### config.mk
export PLATFORM = sky130hd
export DESIGN_NAME = slp_wake_ctrl
export DESIGN_NICKNAME = d
export VERILOG_FILES = /design/src/rtl/slp_pkg.sv /design/src/rtl/slp_irq_pend.sv /design/src/rtl/slp_ost_timer.sv /design/src/rtl/slp_status.sv /design/src/rtl/slp_wake_ctrl.sv
export SDC_FILE = /design/constraint.sdc
export NUM_CORES = 1
export LEC_CHECK = 0
export BUFFER_PORTS_ARGS = -buffer_cell sky130_fd_sc_hd__buf_2
export CORE_MARGIN = 10
export CORE_UTILIZATION = 60
export CTS_CLUSTER_SIZE = 14
export DETAILED_ROUTE_END_ITERATION = 8
export PLACE_DENSITY = 0.87
export SLEW_MARGIN = 40
export SYNTH_ARGS = -nofsm -noshare
export SYNTH_HDL_FRONTEND = slang
export SYNTH_SLANG_ARGS = --single-unit
### constraint.sdc
create_clock -name clk -period 4.1 [get_ports clk]
set_input_delay 0.41 -clock clk [delete_from_list [all_inputs] [get_ports clk]]
set_output_delay 0.41 -clock clk [all_outputs]
set_load 0.03 [all_outputs]
### src/rtl/slp_pkg.sv
package slp_pkg;

  typedef enum logic [2:0] {
    ST_RUN     = 3'd0,
    ST_SLEEP   = 3'd1,
    ST_OST     = 3'd2,
    ST_WAITRET = 3'd3,
    ST_VEC     = 3'd4,
    ST_DUMMY   = 3'd5
  } slp_state_e;

  function automatic logic is_awake(input slp_state_e s);
    return (s != ST_SLEEP) && (s != ST_OST);
  endfunction

endpackage

### src/rtl/slp_irq_pend.sv
module slp_irq_pend #(
  parameter int N_IRQ = 3
) (
  input  logic [N_IRQ-1:0] flag_i,
  input  logic [N_IRQ-1:0] en_i,
  output logic             pend_o
);

  logic [N_IRQ-1:0] hit;

  // each source counts only when its own enable is set; the global enable is not used here
  for (genvar i = 0; i < N_IRQ; i++) begin : g_src
    assign hit[i] = flag_i[i] & en_i[i];
  end

  assign pend_o = |hit;

endmodule

### src/rtl/slp_ost_timer.sv
module slp_ost_timer #(
  parameter int OST_CYCLES = 1024
) (
  input  logic clk,
  input  logic rst_n,
  input  logic start_i,
  input  logic abort_i,
  output logic done_o
);

  localparam int CW = (OST_CYCLES > 1) ? $clog2(OST_CYCLES) : 1;
  localparam logic [CW-1:0] LAST = CW'(OST_CYCLES - 1);

  logic          run_q;
  logic [CW-1:0] cnt_q;

  always_ff @(posedge clk or negedge rst_n) begin
    if (!rst_n) begin
      run_q <= 1'b0;
      cnt_q <= '0;
    end else if (abort_i) begin
      run_q <= 1'b0;
      cnt_q <= '0;
    end else if (start_i) begin
      run_q <= 1'b1;
      cnt_q <= '0;
    end else if (run_q) begin
      if (cnt_q == LAST) begin
        run_q <= 1'b0;
        cnt_q <= '0;
      end else begin
        cnt_q <= cnt_q + 1'b1;
      end
    end
  end

  assign done_o = run_q && (cnt_q == LAST);

  // once started, the count runs without stopping until done or aborted
  a_r10_ost_continues: assert property (@(posedge clk) disable iff (!rst_n)
    (run_q && !done_o && !abort_i && !start_i) |=> run_q);

endmodule

### src/rtl/slp_status.sv
module slp_status (
  input  logic clk,
  input  logic rst_n,
  input  logic clr_pd_i,
  input  logic set_to_i,
  input  logic clr_to_i,
  output logic to_o,
  output logic pd_o
);

  always_ff @(posedge clk or negedge rst_n) begin
    if (!rst_n) begin
      pd_o <= 1'b1;
      to_o <= 1'b1;
    end else begin
      if (clr_pd_i) pd_o <= 1'b0;
      if (clr_to_i)      to_o <= 1'b0;
      else if (set_to_i) to_o <= 1'b1;
    end
  end

endmodule

### src/rtl/slp_wake_ctrl.sv
module slp_wake_ctrl
  import slp_pkg::*;
#(
  parameter int N_IRQ        = 3,
  parameter int OST_CYCLES   = 1024,
  parameter int DUMMY_CYCLES = 2
) (
  input  logic             clk,
  input  logic             rst_n,
  input  logic             sleep_i,
  input  logic             retire_i,
  input  logic             ext_rst_i,
  input  logic             wdt_en_i,
  input  logic             wdt_tmo_i,
  input  logic [N_IRQ-1:0] irq_flag_i,
  input  logic [N_IRQ-1:0] irq_en_i,
  input  logic             gie_i,
  input  logic             xtal_mode_i,
  output logic             core_run_o,
  output logic             rst_req_o,
  output logic             wdt_clr_o,
  output logic             vec_req_o,
  output logic             dummy_o,
  output logic             to_o,
  output logic             pd_o
);

  localparam int DW = (DUMMY_CYCLES > 1) ? $clog2(DUMMY_CYCLES) : 1;
  localparam logic [DW-1:0] D_LAST = DW'(DUMMY_CYCLES - 1);

  slp_state_e state_q, state_d;
  logic       pend;
  logic       wdt_fire;
  logic       awake;
  logic       ost_start, ost_abort, ost_done;
  logic       clr_pd, set_to, clr_to;
  logic       rst_req_d, wdt_clr_d;
  logic       vec_q, vec_d;
  logic [DW-1:0] dcnt_q, dcnt_d;

  assign wdt_fire = wdt_tmo_i & wdt_en_i;
  assign awake    = is_awake(state_q);

  slp_irq_pend #(.N_IRQ(N_IRQ)) u_pend (
    .flag_i (irq_flag_i),
    .en_i   (irq_en_i),
    .pend_o (pend)
  );

  slp_ost_timer #(.OST_CYCLES(OST_CYCLES)) u_ost (
    .clk     (clk),
    .rst_n   (rst_n),
    .start_i (ost_start),
    .abort_i (ost_abort),
    .done_o  (ost_done)
  );

  slp_status u_status (
    .clk      (clk),
    .rst_n    (rst_n),
    .clr_pd_i (clr_pd),
    .set_to_i (set_to),
    .clr_to_i (clr_to),
    .to_o     (to_o),
    .pd_o     (pd_o)
  );

  // priority: external reset, then watchdog, then sleep / interrupt
  always_comb begin
    state_d   = state_q;
    clr_pd    = 1'b0;
    set_to    = 1'b0;
    clr_to    = 1'b0;
    rst_req_d = 1'b0;
    wdt_clr_d = 1'b0;
    ost_start = 1'b0;
    ost_abort = 1'b0;
    vec_d     = vec_q;
    dcnt_d    = dcnt_q;

    if (ext_rst_i) begin
      state_d   = ST_RUN;
      rst_req_d = 1'b1;
      wdt_clr_d = !awake;
      ost_abort = 1'b1;
      vec_d     = 1'b0;
      dcnt_d    = '0;
    end else if (awake && wdt_fire) begin
      state_d   = ST_RUN;
      rst_req_d = 1'b1;
      clr_to    = 1'b1;
      vec_d     = 1'b0;
      dcnt_d    = '0;
    end else begin
      unique case (state_q)
        ST_RUN: begin
          if (sleep_i) begin
            clr_pd    = 1'b1;
            set_to    = 1'b1;
            wdt_clr_d = 1'b1;
            if (pend) begin
              // sleep completes but the core never stops
              vec_d   = gie_i;
              state_d = gie_i ? ST_WAITRET : ST_RUN;
            end else begin
              state_d = ST_SLEEP;
            end
          end
        end
        ST_SLEEP: begin
          if (wdt_fire || pend) begin
            wdt_clr_d = 1'b1;
            clr_to    = wdt_fire;
            vec_d     = pend & gie_i;
            if (xtal_mode_i) begin
              ost_start = 1'b1;
              state_d   = ST_OST;
            end else begin
              state_d = (pend & gie_i) ? ST_WAITRET : ST_RUN;
            end
          end
        end
        ST_OST: begin
          if (ost_done) state_d = vec_q ? ST_WAITRET : ST_RUN;
        end
        ST_WAITRET: begin
          if (retire_i) state_d = ST_VEC;
        end
        ST_VEC: begin
          vec_d   = 1'b0;
          dcnt_d  = '0;
          state_d = ST_DUMMY;
        end
        ST_DUMMY: begin
          if (dcnt_q == D_LAST) begin
            dcnt_d  = '0;
            state_d = ST_RUN;
          end else begin
            dcnt_d = dcnt_q + 1'b1;
          end
        end
        default: state_d = ST_RUN;
      endcase
    end
  end

  always_ff @(posedge clk or negedge rst_n) begin
    if (!rst_n) begin
      state_q   <= ST_RUN;
      vec_q     <= 1'b0;
      dcnt_q    <= '0;
      rst_req_o <= 1'b0;
      wdt_clr_o <= 1'b0;
    end else begin
      state_q   <= state_d;
      vec_q     <= vec_d;
      dcnt_q    <= dcnt_d;
      rst_req_o <= rst_req_d;
      wdt_clr_o <= wdt_clr_d;
    end
  end

  assign core_run_o = awake;
  assign vec_req_o  = (state_q == ST_VEC);
  assign dummy_o    = (state_q == ST_DUMMY);

  // entering sleep records status and clears the watchdog
  a_r2_sleep_entry: assert property (@(posedge clk) disable iff (!rst_n)
    (state_q == ST_RUN && sleep_i && !ext_rst_i && !wdt_fire)
      |=> (!pd_o && to_o && wdt_clr_o));

  // an external reset always yields a reset request with the core running
  a_r3_ext_reset: assert property (@(posedge clk) disable iff (!rst_n)
    ext_rst_i |=> (rst_req_o && core_run_o));

  // a watchdog wake continues in line and clears the time-out bit
  a_r4_wdt_wake: assert property (@(posedge clk) disable iff (!rst_n)
    (state_q == ST_SLEEP && wdt_fire && !ext_rst_i)
      |=> (!to_o && wdt_clr_o && !rst_req_o));

  // the vector request lasts one cycle and dummy cycles follow
  a_r7_vec_single: assert property (@(posedge clk) disable iff (!rst_n)
    (vec_req_o && !ext_rst_i && !wdt_fire) |=> (!vec_req_o && dummy_o));

  // an awake time-out resets without touching the power-down bit
  a_r11_awake_wdt: assert property (@(posedge clk) disable iff (!rst_n)
    (awake && wdt_fire && !ext_rst_i) |=> (rst_req_o && !to_o && $stable(pd_o)));

endmodule

==> results.toml, run 1 <==
[run_status]
outcome = "finished clean"

[finish]
multi_input_area_um2 = 768
num-fill-cells = 170
seq_area_um2 = 503
finalNetCount = 172
utilization_pct = 67.3
areaGrowthSynthToFinish_pct = 7.69
diodes = 0
drive_gt1_share_pct = 30.3

[critical_path]
reg2reg_depth = 4
crit_slowest_cell = "dfrtp_1"
path_cells = "nand2b_1 -> a21o_1 -> buf_2"
cp-end-kind = "output pin"
worstPathArrival_ns = 1.68
slowest_delay_ns = 0.73
crit_start = "state_q[1]"
critPathKind = "register to output pin"
crit_fanout = 19
reg2reg_to = "state_q[1]"
reg2reg_setup_slack_ns = 2.20
crit_path_start_kind = "register"
endpoint = "core_run_o"
crit_required_ns = 3.69
r2r_start = "state_q[1]"

[floorplanning]
fp.dieArea_um2 = 4620
chipHeight_um = 68.0
coreArea_um2 = 2210
io_pins = 22
die_w_um = 68.0
num_rows = 17
initial_core_util_pct = 62.5

[yosys]
async_reset_ff_share_pct = 100
synth_edf_count = 0
ys_ff_latch = 20
synthTopCellsByArea = "dfrtp_1 (33%), buf_6 (4.9%), a2111oi_4 (4.0%)"
yosysUniqueCellTypes = 54
synth_cells = 138
ys_seq_area_share_pct = 36.4
synth.top_cell.area_share_pct = 32.6
synth_commonest_cells = "dfrtp_1 (18), nor2_1 (10), a21oi_1 (9), nand2_1 (9), nand3_1 (8)"
yosys.area.top_type = "dfrtp_1"
synth_area_um2 = 1380
avgSynthCellArea_um2 = 10.0
synth_top_flop_cell = "dfrtp_1"
yosysMostFrequentCell = "dfrtp_1"
syn_nets = 154
ys_warn_count = 0

[power_and_ir_drop]
power_leakage_nw = 0.648
p_clk_share_pct = 21.9
ir_drop_uv = 426
finalPower_uw = 741
powerDensity_nw_per_um2 = 498
combPwrFrac_pct = 38.9
seq_power_share_pct = 39.2
switchingPower_uw = 294
internal_power_uw = 447
swShare_pct = 39.7

[grt]
grt.overflow.total = 0
grt_first_pass_wirelength_mm = 5.44
grt_use_total_pct = 15.0
antenna_found_initial = 0
grt_max_degree = 21
grt_pass1_vias = 1182

[clock_network]
clkLatencyLatePin_ns = 0.31
cts_tree = "yes"
postCtsSetupBuffers = 0
ctsHoldBuffers = 0
cts_root_buf = "clkbuf_4"
cts_repair_resize_count = 0
numCtsBuffers = 3
clkTransAtPathRegs_ns = 0.13
htreeDepth = 1
cts_buffer_depth = 2
cts_sinks = 20

[timing]
fin_crit_ns = 2.09
holdWs_ns = 0.0191
min_period_over_period_pct = 50.9
rsz0062_at_grt = "false"
skew_ns = 0.0158
fmax_mhz = 479
finalSetupTns_ns = 0
setup_viol = 0
maxSlewViolCount = 0
max_slew_margin_pct = 61.0
worstMarginPinSlew_ns = 0.585
finalHoldViolations = 0
fin_ws_ns = 2.01

[drt]
detail-route-antenna-nets = 0
wl_per_cell_um = 17.3
dr.pass1.iters = 4
drcViolationCount = 0
drt-total-wl_mm = 3.18
drt_iter0_markers = 68
vias = 1190
routed_via_density = 6.50

[placement]
routabilityCongestion = 0.925
portBuffers = 21
dp_hpwl_mm = 2.34
place_ws_ns = 1.99

[flow_run]
max_cap_violations = 0

[worst_hold_path]
holdCritPathClass = "primary input to asynchronous set/reset pin"
-- layout by cell type, fill, tap and decap left out, drive strengths merged, types with 2 or more instances in the layout --
master	Yosys	routed
buf	7	23
dfrtp	18	18
nor2	11	11
nand2	10	10
a21oi	9	9
nand3	8	8
nand2b	4	4
inv	4	4
a21o	4	4
xor2	4	4
a311oi	4	4
a31o	4	4
o21a	3	3
nand4	3	3
clkbuf	3	3
and4	3	3
and3	3	3
o21ai	3	3
a2111oi	3	3
mux2	3	3
nor3b	2	2
a41oi	2	2
mux2i	2	2
a31oi	2	2
dfstp	2	2
and2	2	2
-- power groups by stage --
stage / combinational (mW) / clock [mW] / sequential (mW)
floorplan: 0.260 / 0 / 0.270
detailed placement: 0.286 / 0 / 0.292
finish: 0.288 / 0.162 / 0.290
global route: 0.311 / 0.173 / 0.296
global placement: 0.272 / 0 / 0.288
CTS: 0.288 / 0.165 / 0.288
-- kinds of logic after synthesis --
family / count (synthesis) / share of synthesized area, %
buffers and inverters: 14 / 8.05
and+or+nand+nor: 53 / 21.3
muxes: 5 / 3.89
adders and majority gates: 1 / 0.905
DFF: 20 / 36.4
xor gates and xnor gates: 4 / 2.53
AOI/OAI and AO/OA: 41 / 27.0
-- area by class of cell --
type	count	area share, %
Multi-Input combinational cell	104	51.6
Clock buffer	3	1.51
Sequential cell	20	33.8
Inverter	4	1.01
Tap cell	28	2.35
Timing Repair Buffer	23	7.73
Clock inverter	1	2.02
-- routing by layer --
layer  vias up  wire [um]  GRT usage (%)
met2        31       1650           25.8
met4         0         29           4.77
met1       599       1330           17.4
met3         4        174           4.57
li1        556          -              -
met5         -          0              0
-- worst min path at each step --
stage	from	endpoint
2_1_floorplan	rst_n	dcnt_q
3_3_place_gp	rst_n	vec_q
3_5_place_dp	rst_n	vec_q
4_1_cts	rst_n	vec_q
5_1_grt	rst_n	u_ost.cnt_q[4]
6_report	rst_n	vec_q
-- worst max-delay path, delay by kind of cell (launching register included) --
family          cells  cell delay (ns)
simple gates        1             0.29
buf+inv             1             0.20
compound gates      1             0.16
flops               1             0.73
-- per-stage QoR --
step                area (um^2)  std cells
CTS                        1490        183
global placement           1430        177
floorplan                  1380        138
global route               1490        183
finish                     1490        183
detailed placement         1440        179
-- flip-flops by register name (all words and copies together), names as in the netlist --
register / cells
wdt_clr_o: 1
dcnt_q: 1
u_status.to_o: 1
rst_req_o: 1
u_ost.cnt_q: 10
u_status.pd_o: 1
state_q: 3
vec_q: 1
u_ost.run_q: 1
Note: power is estimated with default switching activity, not from simulation.
==> run 2: changes to the inputs <==
--- a/config.mk
+++ b/config.mk
@@ -7,10 +7,10 @@
 export LEC_CHECK = 0
 export BUFFER_PORTS_ARGS = -buffer_cell sky130_fd_sc_hd__buf_2
 export CORE_MARGIN = 10
-export CORE_UTILIZATION = 60
+export CORE_UTILIZATION = 56
 export CTS_CLUSTER_SIZE = 14
 export DETAILED_ROUTE_END_ITERATION = 8
-export PLACE_DENSITY = 0.87
+export PLACE_DENSITY = 0.82
 export SLEW_MARGIN = 40
 export SYNTH_ARGS = -nofsm -noshare
 export SYNTH_HDL_FRONTEND = slang
==> constraint.sdc (replaced) <==
create_clock -name clk -period 2.1 [get_ports clk]
set_input_delay 0.21 -clock clk [delete_from_list [all_inputs] [get_ports clk]]
set_output_delay 0.21 -clock clk [all_outputs]
set_load 0.03 [all_outputs]
==> run 2 against run 1 <==
  * Combinational power increased by 91%
  * Global-route usage decreased by 2.4 points
  * Via count decreased by 2.2%
  * Highest routed layer unchanged
  * Critical path type is now register to register
  * Largest cell class unchanged
  * Largest power group unchanged
  * Final cell count increased by 0.55%
  * Die area increased by 5.0%
  * Critical path depth increased by 1
  * First-iteration DRC count increased by 75%
==> results.toml, run 2 (synthesized netlist as in run 1, its figures left out) <==
[grt]
antenna_found_initial = 0
grt.overflow.total = 0
grt_max_degree = 21
grt_use_total_pct = 12.6
grt_first_pass_wirelength_mm = 5.31
grt_pass1_vias = 1142

[clock_network]
cts_tree = "yes"
cts_buffer_depth = 2
clkTransAtPathRegs_ns = 0.11
cts_root_buf = "clkbuf_4"
clkLatencyLatePin_ns = 0.31
cts_repair_resize_count = 0
numCtsBuffers = 3
cts_sinks = 20
htreeDepth = 1

[floorplanning]
initial_core_util_pct = 60.7
coreArea_um2 = 2280
fp.dieArea_um2 = 4860
io_pins = 22
chipHeight_um = 69.7
die_w_um = 69.7
num_rows = 17

[drt]
routed_via_density = 6.33
drt_iter0_markers = 119
dr.pass1.iters = 4
detail-route-antenna-nets = 0
wl_met2_mm = 1.49
top_layer = "met4"
met1_length_mm = 1.33
drcViolationCount = 0
drt-total-wl_mm = 3.05
route.met3.wl_um = 213
vias = 1164
wl_per_cell_um = 16.5

[timing]
maxSlewViolCount = 0
fmax_mhz = 521
finalSetupTns_ns = 0
min_period_over_period_pct = 91.4
worstMarginPinSlew_ns = 0.579
skew_ns = 0.0103
setup_viol = 0
fin_crit_ns = 1.92
finalHoldViolations = 0
max_slew_margin_pct = 61.4
holdWs_ns = 0.162
rsz0062_at_grt = "false"

[worst_hold_path]
holdPathEnd = "u_ost.run_q"
min-delay-start = "ext_rst_i"
holdCritPathClass = "primary input to register"
hold_depth = 2

[placement]
portBuffers = 21
routabilityCongestion = 0.810
dp.cells = 179
dp_hpwl_mm = 2.27

[finish]
drive_gt1_share_pct = 29.5
multi_input_area_um2 = 768
num-fill-cells = 190
finalNetCount = 173
layout_commonest_cell = "buf_2"
largest-register = "u_ost.cnt_q"
reg_top3 = "u_ost.cnt_q x10, state_q x3"
diodes = 0
areaGrowthSynthToFinish_pct = 6.88
final_cells = 184
seq_area_um2 = 503
largest_reg_flops = 10
layout_common_cells = "buf_2 (21), dfrtp_1 (18), nor2_1 (10), nand2_1 (9), a21oi_1 (9)"

[critical_path]
r2r_start = "state_q[1]"
worstPathArrival_ns = 2.12
crit_fanout = 19
crit_required_ns = 2.31
crit_slowest_cell = "dfrtp_1"
cp_top_family = "flip-flops"
reg2reg_setup_slack_ns = 0.18
reg2reg_depth = 4
slowest_delay_ns = 0.73
cp-end-kind = "register"
reg2reg_to = "vec_q"
crit_path_start_kind = "register"
crit_buf_inv = 0
critPathKind = "register to register"
path_cells = "nor4b_1 -> a221oi_1 -> o21ai_1 -> mux2_1"

[power_and_ir_drop]
swShare_pct = 42.2
switchingPower_uw = 552
p_clk_share_pct = 14.7
power_leakage_nw = 0.640
combPwrFrac_pct = 42.2
ir_drop_uv = 626
seq_power_share_pct = 43.1
powerDensity_nw_per_um2 = 885
internal_power_uw = 756

[flow_run]
max_cap_violations = 0

[run_status]
outcome = "finished clean"
run 2: cell count changes in the layout (fill, tap and decap cells not counted):
| cell | previous run | this run |
|---|---|---|
| buf_4 | 0 | 2 |
| dlygate4sd3_1 | 0 | 1 |
| clkbuf_1 | 0 | 1 |
| buf_2 | 23 | 21 |
| bufinv_16 | 1 | 0 |
run 2: area by class of cell:
cell class | instances | share of cell area [%]
clock buffers | 4 | 1.78
inverters | 4 | 1.02
multi-input cells | 104 | 52.0
flip-flops and latches | 20 | 34.0
well taps | 28 | 2.37
repair buffers | 24 | 8.81
run 2: worst max path at each step:
stage	depth (start not counted)	slack, ns	end	start
6_report	4	0.18	vec_q	state_q[1]
5_1_grt	4	0.06	vec_q	state_q[1]
4_1_cts	4	0.18	vec_q	state_q[1]
3_5_place_dp	4	0.20	vec_q	state_q[1]
3_3_place_gp	4	0.32	vec_q	state_q[1]
2_1_floorplan	5	0.46	vec_q	state_q[0]
run 2: metal layers:
| layer | global-route usage, % | vias to the layer above |
|---|---|---|
| met1 | 16.0 | 561 |
| met3 | 4.42 | 4 |
| met5 | 0 | - |
| met4 | 1.96 | 0 |
| li1 | - | 562 |
| met2 | 20.4 | 37 |
run 2: per-stage QoR:
step | setup slack, ns | util (%) | total power [mW] | instance area [um^2]
2_1_floorplan | 0.461 | - | 1.03 | 1380
3_3_place_gp | 0.325 | 63.3 | 1.10 | 1440
3_5_place_dp | 0.204 | 63.3 | 1.12 | 1440
4_1_cts | 0.182 | 64.9 | 1.32 | 1480
5_1_grt | 0.0602 | 64.9 | 1.40 | 1480
6_report | 0.181 | 64.9 | 1.31 | 1480
run 2: timing repair:
| item | 4_1_cts | 5_1_grt |
|---|---|---|
| endpoints found under the setup margin | 0 | 0 |
| hold buffers | 1 | 0 |
| setup buffers | 0 | 0 |
| endpoints found under the hold margin | 18 | 0 |
run 2: power groups by stage:
stage               clock [mW]  sequential (mW)  combinational, mW
CTS                      0.200            0.562              0.555
floorplan                    0            0.526              0.507
detailed placement           0            0.569              0.550
global placement             0            0.560              0.535
global route             0.222            0.578              0.603
finish                   0.192            0.564              0.551
